<file path="src/rtl/arb_pkg.sv">
package arb_pkg;
    typedef enum logic [1:0] {
        ST_IDLE = 2'd0,
        ST_NODE = 2'd1,
        ST_GAP  = 2'd2,
        ST_HOST = 2'd3
    } arb_state_e;
endpackage

</file>
<file path="src/rtl/arb_picker.sv">
module arb_picker #(
    parameter int NODES = 6,
    parameter int IW    = $clog2(NODES)
) (
    input  logic [NODES-1:0] req,
    input  logic [IW-1:0]    last,
    input  logic             rotate,
    output logic             any,
    output logic [IW-1:0]    win
);
    function automatic logic [IW-1:0] wrap_add(input logic [IW-1:0] a, input int off);
        int s;
        s = int'(a) + off;
        if (s >= NODES) s = s - NODES;
        return s[IW-1:0];
    endfunction

    always_comb begin
        any = |req;
        win = '0;
        if (rotate) begin
            // scan downward so the nearest index above last ends up winning
            for (int off = NODES; off >= 1; off--) begin
                if (req[wrap_add(last, off)]) win = wrap_add(last, off);
            end
        end else begin
            for (int i = NODES - 1; i >= 0; i--) begin
                if (req[i]) win = IW'(i);
            end
        end
    end
endmodule

</file>
<file path="src/rtl/arb_outdec.sv">
module arb_outdec
    import arb_pkg::*;
#(
    parameter int NODES = 6,
    parameter int IW    = $clog2(NODES)
) (
    input  arb_state_e       state,
    input  logic [IW-1:0]    owner,
    input  logic             susp_q,
    output logic [NODES-1:0] grant,
    output logic             host_grant,
    output logic             bus_en
);
    always_comb begin
        grant      = '0;
        host_grant = 1'b0;
        bus_en     = 1'b0;
        unique case (state)
            ST_NODE: begin
                grant  = NODES'(1) << owner;
                bus_en = !susp_q;
            end
            ST_HOST: host_grant = 1'b1;
            ST_IDLE, ST_GAP: ;
            default: ;
        endcase
    end
endmodule

</file>
<file path="src/rtl/mp_bus_arbiter.sv">
module mp_bus_arbiter
    import arb_pkg::*;
#(
    parameter int NODES = 6,
    localparam int IW   = $clog2(NODES)
) (
    input  logic             clk,
    input  logic             rst_n,
    input  logic [NODES-1:0] req_n,
    input  logic             host_req_n,
    input  logic             rot_sel,
    input  logic             core_pri_n,
    input  logic             xfer_done,
    input  logic             suspend_n,
    output logic [NODES-1:0] grant,
    output logic             host_grant,
    output logic             bus_en
);
    arb_state_e    state, nstate;
    logic [IW-1:0] owner, nowner;
    logic          excl, nexcl;
    logic          susp_q;

    logic [NODES-1:0] reqs, own_oh, reqs_x;
    logic             all_any, x_any, sel_any;
    logic [IW-1:0]    all_win, x_win, sel_win;
    logic             host_req, core_req, susp_now;

    assign reqs     = ~req_n;
    assign own_oh   = NODES'(1) << owner;
    assign reqs_x   = reqs & ~own_oh;
    assign host_req = !host_req_n;
    assign core_req = !core_pri_n;
    assign susp_now = !suspend_n;

    arb_picker #(.NODES(NODES), .IW(IW)) u_pick_all (
        .req(reqs), .last(owner), .rotate(rot_sel), .any(all_any), .win(all_win)
    );
    arb_picker #(.NODES(NODES), .IW(IW)) u_pick_excl (
        .req(reqs_x), .last(owner), .rotate(rot_sel), .any(x_any), .win(x_win)
    );

    assign sel_any = excl ? x_any : all_any;
    assign sel_win = excl ? x_win : all_win;

    // state register
    always_ff @(posedge clk) begin
        if (!rst_n) begin
            state  <= ST_IDLE;
            owner  <= IW'(NODES - 1);
            excl   <= 1'b0;
            susp_q <= 1'b0;
        end else begin
            state  <= nstate;
            owner  <= nowner;
            excl   <= nexcl;
            susp_q <= susp_now;
        end
    end

    // transitions
    always_comb begin
        nstate = state;
        nowner = owner;
        nexcl  = excl;
        unique case (state)
            ST_IDLE: begin
                if (host_req) begin
                    nstate = ST_HOST;
                end else if (all_any) begin
                    nstate = ST_NODE;
                    nowner = all_win;
                end
            end
            ST_NODE: begin
                if (host_req) begin
                    nstate = ST_GAP;
                    nexcl  = 1'b0;
                end else if (!susp_now) begin
                    if (core_req && x_any) begin
                        nstate = ST_GAP;
                        nexcl  = 1'b1;
                    end else if (xfer_done) begin
                        if (!all_any) begin
                            nstate = ST_IDLE;
                        end else if (all_win != owner) begin
                            nstate = ST_GAP;
                            nexcl  = 1'b0;
                        end
                    end
                end
            end
            ST_GAP: begin
                nexcl = 1'b0;
                if (host_req) begin
                    nstate = ST_HOST;
                end else if (sel_any) begin
                    nstate = ST_NODE;
                    nowner = sel_win;
                end else begin
                    nstate = ST_IDLE;
                end
            end
            ST_HOST: begin
                if (!host_req) begin
                    nstate = ST_GAP;
                    nexcl  = 1'b0;
                end
            end
            default: nstate = ST_IDLE;
        endcase
    end

    // outputs
    arb_outdec #(.NODES(NODES), .IW(IW)) u_outdec (
        .state(state), .owner(owner), .susp_q(susp_q),
        .grant(grant), .host_grant(host_grant), .bus_en(bus_en)
    );

    assert_grant_excl_R10: assert property (@(posedge clk) disable iff (!rst_n)
        $onehot0(grant) && !(host_grant && (|grant)));
    assert_bus_en_owner_R10: assert property (@(posedge clk) disable iff (!rst_n)
        bus_en |-> (|grant));
    assert_node_dead_cycle_R5: assert property (@(posedge clk) disable iff (!rst_n)
        (|grant) |=> (!host_grant && (grant == '0 || grant == $past(grant))));
    assert_host_dead_cycle_R5: assert property (@(posedge clk) disable iff (!rst_n)
        host_grant |=> (grant == '0));
    assert_host_hold_R7: assert property (@(posedge clk) disable iff (!rst_n)
        (host_grant && !host_req_n) |=> host_grant);
    assert_suspend_float_R9: assert property (@(posedge clk) disable iff (!rst_n)
        !suspend_n |=> !bus_en);
endmodule

</file>
<file path="config.mk">
export PLATFORM = sky130hd
export DESIGN_NAME = mp_bus_arbiter
export DESIGN_NICKNAME = d
export VERILOG_FILES = /design/src/rtl/arb_pkg.sv /design/src/rtl/arb_picker.sv /design/src/rtl/arb_outdec.sv /design/src/rtl/mp_bus_arbiter.sv
export SDC_FILE = /design/constraint.sdc
export NUM_CORES = 1
export LEC_CHECK = 0
export BUFFER_PORTS_ARGS = -buffer_cell sky130_fd_sc_hd__buf_2
export CAP_MARGIN = 20
export CORE_MARGIN = 3
export CORE_UTILIZATION = 62
export DETAILED_ROUTE_END_ITERATION = 10
export GPL_TIMING_DRIVEN = 0
export PLACE_DENSITY = 0.86
export SYNTH_ARGS = -nofsm -noshare
export SYNTH_HDL_FRONTEND = slang
export SYNTH_HIERARCHICAL = 1
export SYNTH_SLANG_ARGS = --single-unit
</file>
<file path="constraint.sdc">
create_clock -name clk -period 4.6 [get_ports clk]
set_clock_uncertainty 0.2 [all_clocks]
set_input_delay 1.38 -clock clk [delete_from_list [all_inputs] [get_ports clk]]
set_output_delay 1.38 -clock clk [all_outputs]
set_load 0.02 [all_outputs]
</file>
== Word level (Yosys, flattened, before mapping) ==
Cells that the tools add are included.

* Register bits after elaboration: 7
* Latch bits: 0
* Memory bits (writable): 0
* Memory bits (read-only): 0
* Bits of input ports: 13
* Word-level logic and storage cells: 151
* Memories kept: 0

* Add/sub/neg operators: 12
* Multiply operators: 0
* Div/mod/pow operators: 0
* $lt $le $gt $ge: 12
* Equality and inequality tests: 15
* Shifts and indexed selects: 1
* Muxes and demuxes: 92
* Bitwise logic cells: 3
* Reductions and logical operators: 12

{| class="wikitable"
|+ Operator list
! kind !! number
|-
| $mux 3 || 43
|-
| $bmux 1 s3 || 12
|-
| $ge 4x3->1 const B || 6
|-
| $lt 3x4->1 const B || 6
|-
| $mux 1 || 23
|-
| $mux 2 || 10
|-
| $add 3x3->4 const B || 3
|-
| $ne 4x4->1 const B || 3
|-
| $not 6->6 || 2
|-
| $reduce_or 6->1 || 2
|-
| $sub 3x2->3 const B || 4
|-
| $ne 2x2->1 const B || 5
|-
| $reduce_and 5->1 || 2
|-
| $add 3x2->4 const B || 2
|-
| $pmux 2 s4 || 1
|-
| $and 6x6->6 || 1
|-
| $mux 6 || 1
|-
| $ne 3x3->1 const B || 2
|-
| $pmux 3 s2 || 1
|-
| $reduce_and 6->1 || 1
|-
| $shl 1x3->6 const A || 1
|-
| $sub 3x3->3 const B || 2
|-
| $ne 5x5->1 const B || 1
|-
| $add 3x1->4 const B || 1
|-
| other kinds (9) || 12
|}

== Depth between registers and ports, before layout ==
* Depth after elaboration: 21
* Depth in mapped cells: 17
* Gate-level depth less buffers: 13

== Cells and area by module ==
The synthesis kept the hierarchy.

{| class="wikitable"
|+ By module, submodules not included
! module !! instances !! cells each !! area each (µm²) !! sequential area each (µm²)
|-
| arb_picker || 2 || 136 || 988.4 || 0.0
|-
| mp_bus_arbiter || 1 || 69 || 556.8 || 140.1
|-
| arb_outdec || 1 || 11 || 80.1 || 0.0
|}

== Worst setup path before layout ==
OpenSTA, ideal clock, no wires.

* Kind: input port to flip-flop
* Start: input req_n[2]
* End: register excl
* Library setup time: 0.072 ns
* Arrival time: 3.725 ns
* Required time: 4.328 ns
* Path slack: 0.603 ns
* Stages on the path: 12
* Path buffers: 0
* Cell sequence: inv_1 -> mux2i_4 -> mux2i_1 -> a311o_1 -> or2_0 -> a221o_1 -> mux2_4 -> a21oi_2 -> xnor2_2 -> a31oi_2 -> o221ai_2 -> mux2i_1

* Longest elaborated chain between the ends: 13
* Elaborated cells on any way between the ends: 36

{| class="wikitable"
|+ Ends and longest elaborated chain
! element !! RTL line !! text
|-
| from (decl) || mp_bus_arbiter.sv:9 || <nowiki>input logic [NODES-1:0] req_n,</nowiki>
|-
| $not 6->6 * || mp_bus_arbiter.sv:29 || <nowiki>assign reqs = ~req_n;</nowiki>
|-
| $bmux 1 s3 || arb_picker.sv:24 || <nowiki>if (req[wrap_add(last, off)]) win = wrap_add(last, off);</nowiki>
|-
| $mux 1 (not written as such) || arb_picker.sv:24 ||
|-
| $mux 3 (6 in a row) || arb_picker.sv:24 ||
|-
| $mux 3 * || arb_picker.sv:21 || <nowiki>if (rotate) begin</nowiki>
|-
| via all_win[0] || mp_bus_arbiter.sv:26 || <nowiki>logic [IW-1:0] all_win, x_win, sel_win;</nowiki>
|-
| $ne 3x3->1 * || mp_bus_arbiter.sv:86 || <nowiki>end else if (all_win != owner) begin</nowiki>
|-
| $ne 4x4->1 (no source line) * || -- ||
|-
| $reduce_and 6->1 (no source line) * || -- ||
|-
| to (signal assigned) || mp_bus_arbiter.sv:56 || <nowiki>excl <= nexcl;</nowiki>
|-
| to (decl) || mp_bus_arbiter.sv:21 || <nowiki>logic excl, nexcl;</nowiki>
|}

The timed path passes the listed nets; every way through them passes the cells marked *. The select of a mux whose other input is x is not followed.
A chain may end at the register's enable or synchronous reset.

== Final worst setup path ==
* Start: register owner[0]
* End: register excl

* Longest elaborated chain between the ends: 16
* Elaborated cells on any way between the ends: 63

{| class="wikitable"
|+ Ends and longest elaborated chain
! element !! RTL line !! text
|-
| from (decl) || mp_bus_arbiter.sv:20 || <nowiki>logic [IW-1:0] owner, nowner;</nowiki>
|-
| from (signal assigned) || mp_bus_arbiter.sv:50 || <nowiki>owner <= IW'(NODES - 1);</nowiki>
|-
| from (signal assigned) || mp_bus_arbiter.sv:55 || <nowiki>owner <= nowner;</nowiki>
|-
| $add 3x3->4 || arb_picker.sv:13 || <nowiki>s = int'(a) + off;</nowiki>
|-
| $ge 4x3->1 / $sub 3x2->3 (equally long branches) || arb_picker.sv:14 || <nowiki>if (s >= NODES) s = s - NODES;</nowiki>
|-
| $mux 3 || arb_picker.sv:14 ||
|-
| $mux 3 || arb_picker.sv:21 ||
|-
| $bmux 1 s3 || arb_picker.sv:24 ||
|-
| $mux 1 (not written as such) || arb_picker.sv:24 ||
|-
| $mux 3 (5 in a row) || arb_picker.sv:24 ||
|-
| $mux 3 * || arb_picker.sv:24 ||
|-
| $mux 3 * || arb_picker.sv:21 ||
|-
| via all_win[0] || mp_bus_arbiter.sv:26 ||
|-
| $ne 3x3->1 * || mp_bus_arbiter.sv:86 ||
|-
| $ne 4x4->1 (no source line) * || -- ||
|-
| $reduce_and 6->1 (no source line) * || -- ||
|}

Marked as above.

==> flow_metrics.tcl <==
set metrics [dict create \
    hold_viol_final 0 \
    detail_route.first_pass.iterations 5 \
    ys_ff_latch 7 \
    finalSetupViolCount 0 \
    grt_setup_unrepaired "no" \
    critical_path.top_delay_family "buffers and inverters" \
    via_count 2814 \
    power.share.sequential_pct 11.7 \
    floorplan.io_pins 21 \
    crit_path_end_kind "flop" \
    sw_share_pct 49.3 \
    final_nets 410 \
    synth_compound_area_share_pct 27.9 \
    crit_path_start "owner[0]$_SDFFE_PN1P_" \
    comb_power_share_pct 76.8 \
    detailedPlace.worstSlack_ns -0.00279 \
    max_cap_viol_count 0 \
    slew_violations 0 \
    finalWeightedCongestion 0.943 \
    fin_tns_setup_ns 0 \
    clock_insertion_delay_worst_skew_ns 0.23 \
    cp_max_fo 14 \
    setup_ws_ns 0.344 \
    leakagePower_nw 1.26 \
    grt-busiest-layer "met2" \
    achievable_frequency_ghz 0.235 \
    ctsHoldBuffers 0 \
    antenna_violations_before_repair 0 \
    die_w_um 70.9 \
    regToRegEndpoint "excl$_SDFFE_PN0P_" \
    nFillCells 331 \
    intPower_mw 0.376 \
    hold-path-endpoint "excl$_SDFFE_PN0P_" \
    timing.hold.worst.class "reg2reg" \
    outcome "finished clean" \
    critical_path.reg2reg.startpoint "owner[0]$_SDFFE_PN1P_" \
    synth_area_um2 2610 \
    reg2reg_depth 15 \
    finish.cell_count_without_fillers 424 \
    drt-vias-per-instance 6.64 \
    hold-path-cell-count 2 \
    crit_path_cell_trace "buf_6, buf_4, inv_1, ha_1, buf_2, buf_1, nor3b_1, or3_1, a221o_1, mux2_4, a21oi_2, xnor2_2, a31oi_2, o221ai_2, mux2i_1" \
    clk_path_buf_depth 2 \
    drive_above_1_share_pct 19.4 \
    worst_ep_arrival_time_ns 4.21 \
    floorplan.die.height_um 70.9 \
    tightest_slew_ns 0.625 \
    post-cts-setup-buffer-count 0 \
    cpMaxStageDelayCell "sky130_fd_sc_hd__dfxtp_2" \
    leading_cell_types_by_total_area_after_synthesis "sky130_fd_sc_hd__ha_1 (9.6%), sky130_fd_sc_hd__mux2i_1 (6.9%), sky130_fd_sc_hd__nor2_1 (5.6%)" \
    fp.dieArea_um2 5030 \
    placedCellCount 419 \
    grt_max_degree 29 \
    grt_first_pass_wirelength_mm 11.3 \
    grt.overflow.total 0 \
    ys_types 75 \
    most_common_cell_in_the_netlist "sky130_fd_sc_hd__nor2_1" \
    yosysSeqAreaShare_pct 5.36 \
    tritoncts_clock_tree "done" \
    worst-r2r-setup-slack_ns 0.34 \
    met2_usage_pct 44.5 \
    p_sw_mw 0.366 \
    timing_worst_setup_path_type "reg2reg" \
    grt.met3_usage_pct 3.13 \
    remaining_max_slew_budget_at_the_tightest_pin_pct 58.3 \
    grt_use_met1_pct 34.4 \
    cp.buffers_inverters 5 \
    final_min_period_over_clock_period_pct 92.5 \
    average_wire_per_cell_in_the_routed_design_um 16.2 \
    syn-mean-instance-area_um2 7.43 \
    synth.top_cells.by_count "sky130_fd_sc_hd__nor2_1 (39), sky130_fd_sc_hd__nand2_1 (23), sky130_fd_sc_hd__inv_1 (21)" \
    synth.top_cell.area_share_pct 9.57 \
    min-delay-start "excl$_SDFFE_PN0P_" \
    postSynthCellCount 352 \
    synth_fa_ha_area_share_pct 9.57 \
    dr.first_iter.drc_count 198 \
    inserted_diodes 0 \
    postSynth.asyncResetShare_pct 0 \
    cts.reportedPaths.clkPinSlew_ns 0.04 \
    ys_dominant_reg_cell "sky130_fd_sc_hd__dfxtp_1" \
    drt_wl_total_mm 6.89 \
    total_power_mw 0.742 \
    synth_edf_count 0 \
    share_clk_of_total_power_pct 11.5 \
    core_um2 3850 \
    worst_path_largest_cell_delay_ns 0.54 \
    power_per_cell_area_nw_per_um2 262 \
    first_global_vias 2606 \
    simple_gate_portion_of_the_synthesized_area_pct 32.6 \
    clk_root_buffer_cell "sky130_fd_sc_hd__clkbuf_8" \
    worstSetupStartpointType "flop" \
    clock_sinks 7 \
    timing.critical_path.required_ns 4.56 \
    route.antenna.remaining_nets 0 \
    grt.total_usage_pct 26.5 \
    multiplexer_share_of_the_synthesized_area_pct 12.8 \
    floorplan.rows 22 \
    synth_xor_xnor_area_share_pct 5.22 \
    vdd_ir_drop_max_mv 0.218 \
    area_growth_pct 8.33 \
    synth_area_leader_cell "sky130_fd_sc_hd__ha_1" \
    synth_top_family_by_area "simple AND/OR/NAND/NOR gates" \
    place.port_buffers 19 \
    synth.net_count 385 \
    drc_errors 0 \
    time_the_worst_path_needs_with_i_o_delays_and_setup_ns 4.26 \
    synth-warning-count 6 \
    starting_density_of_the_core_pct 67.8 \
    cts_htree_levels 1 \
    dp_hpwl_mm 5.18 \
    numCtsBuffers 3 \
]
[worst min-delay path, delay by kind of cell (launching register included)]
family / cells / cell delay [ns]
DFF: 1 / 0.36
and+or+nand+nor: 1 / 0.09
muxes: 1 / 0.06
[area by class of cell]
| cell class | instances | area, um2 | area share, % |
|---|---|---|---|
| sequential | 7 | 143 | 5.04 |
| timing repair buffer | 20 | 110 | 3.89 |
| tap | 48 | 60.1 | 2.12 |
| inverter | 21 | 78.8 | 2.78 |
| multi-input combinational | 310 | 2300 | 81.3 |
| buffer | 14 | 92.6 | 3.27 |
| clock buffer | 4 | 45.0 | 1.59 |
[registers in the layout, summed over array words and instances, names as in the netlist]
signal and cells:
state 2, owner 3, susp_q 1, excl 1
[logic make-up (layout without fill, tap and decap cells)]
group | after synthesis | in the layout
AO/OA/AOI/OAI | 99 | 99
AND/OR/NAND/NOR | 151 | 151
buffers and inverters | 35 | 59
multiplexers | 27 | 27
flip-flops | 7 | 7
adder cells (fa/ha/maj) | 20 | 20
XOR/XNOR | 13 | 13
[cell usage in the layout (no fill, tap or decap), types with 8 or more instances in the layout]
cell type	count
sky130_fd_sc_hd__mux2i_1	18
sky130_fd_sc_hd__o21ai_0	13
sky130_fd_sc_hd__nor2_1	39
sky130_fd_sc_hd__buf_2	21
sky130_fd_sc_hd__inv_1	21
sky130_fd_sc_hd__ha_1	20
sky130_fd_sc_hd__a21oi_1	15
sky130_fd_sc_hd__xnor2_1	8
sky130_fd_sc_hd__nand3_1	13
sky130_fd_sc_hd__nor3_1	12
sky130_fd_sc_hd__o211ai_1	8
sky130_fd_sc_hd__nand2_1	23
[power groups by stage]
stage	registers (mW)	clock network [mW]	logic (mW)
final	0.0868	0.0854	0.569
after global routing	0.0887	0.0935	0.622
after CTS	0.0907	0.0875	0.551
after detailed placement	0.0916	0	0.547
after global placement	0.0910	0	0.534
after floorplan	0.0839	0	0.452
[metal layers]
layer | vias to the layer above | wire [um]
li1 | 1374 | -
met1 | 1301 | 2960
met2 | 121 | 3390
met3 | 18 | 416
met4 | 0 | 117
met5 | - | 0
[stage by stage]
step / util, % / hold WS [ns] / cell area, um2
2_1_floorplan: - / 0.296 / 2610
3_3_place_gp: 71.9 / 0.323 / 2770
3_5_place_dp: 71.9 / 0.338 / 2770
4_1_cts: 73.1 / 0.345 / 2820
5_1_grt: 73.5 / 0.414 / 2830
6_report: 73.5 / 0.369 / 2830
[how the worst max path moves through the flow]
stage / end / cells past startpoint / slack, ns
final: excl$_SDFFE_PN0P_ / 15 / 0.34
after global routing: excl$_SDFFE_PN0P_ / 13 / 0.03
after CTS: excl$_SDFFE_PN0P_ / 13 / 0.11
after detailed placement: excl$_SDFFE_PN0P_ / 13 / -0.003
after global placement: excl$_SDFFE_PN0P_ / 13 / 0.08
after floorplan: excl$_SDFFE_PN0P_ / 12 / 0.60
[timing repair]
action | 4_1_cts | 5_1_grt
endpoints found under the setup margin | 1 | 3
gates resized for setup | 1 | 1
cloned | 0 | 0
Note: power is estimated with default switching activity, not from simulation.
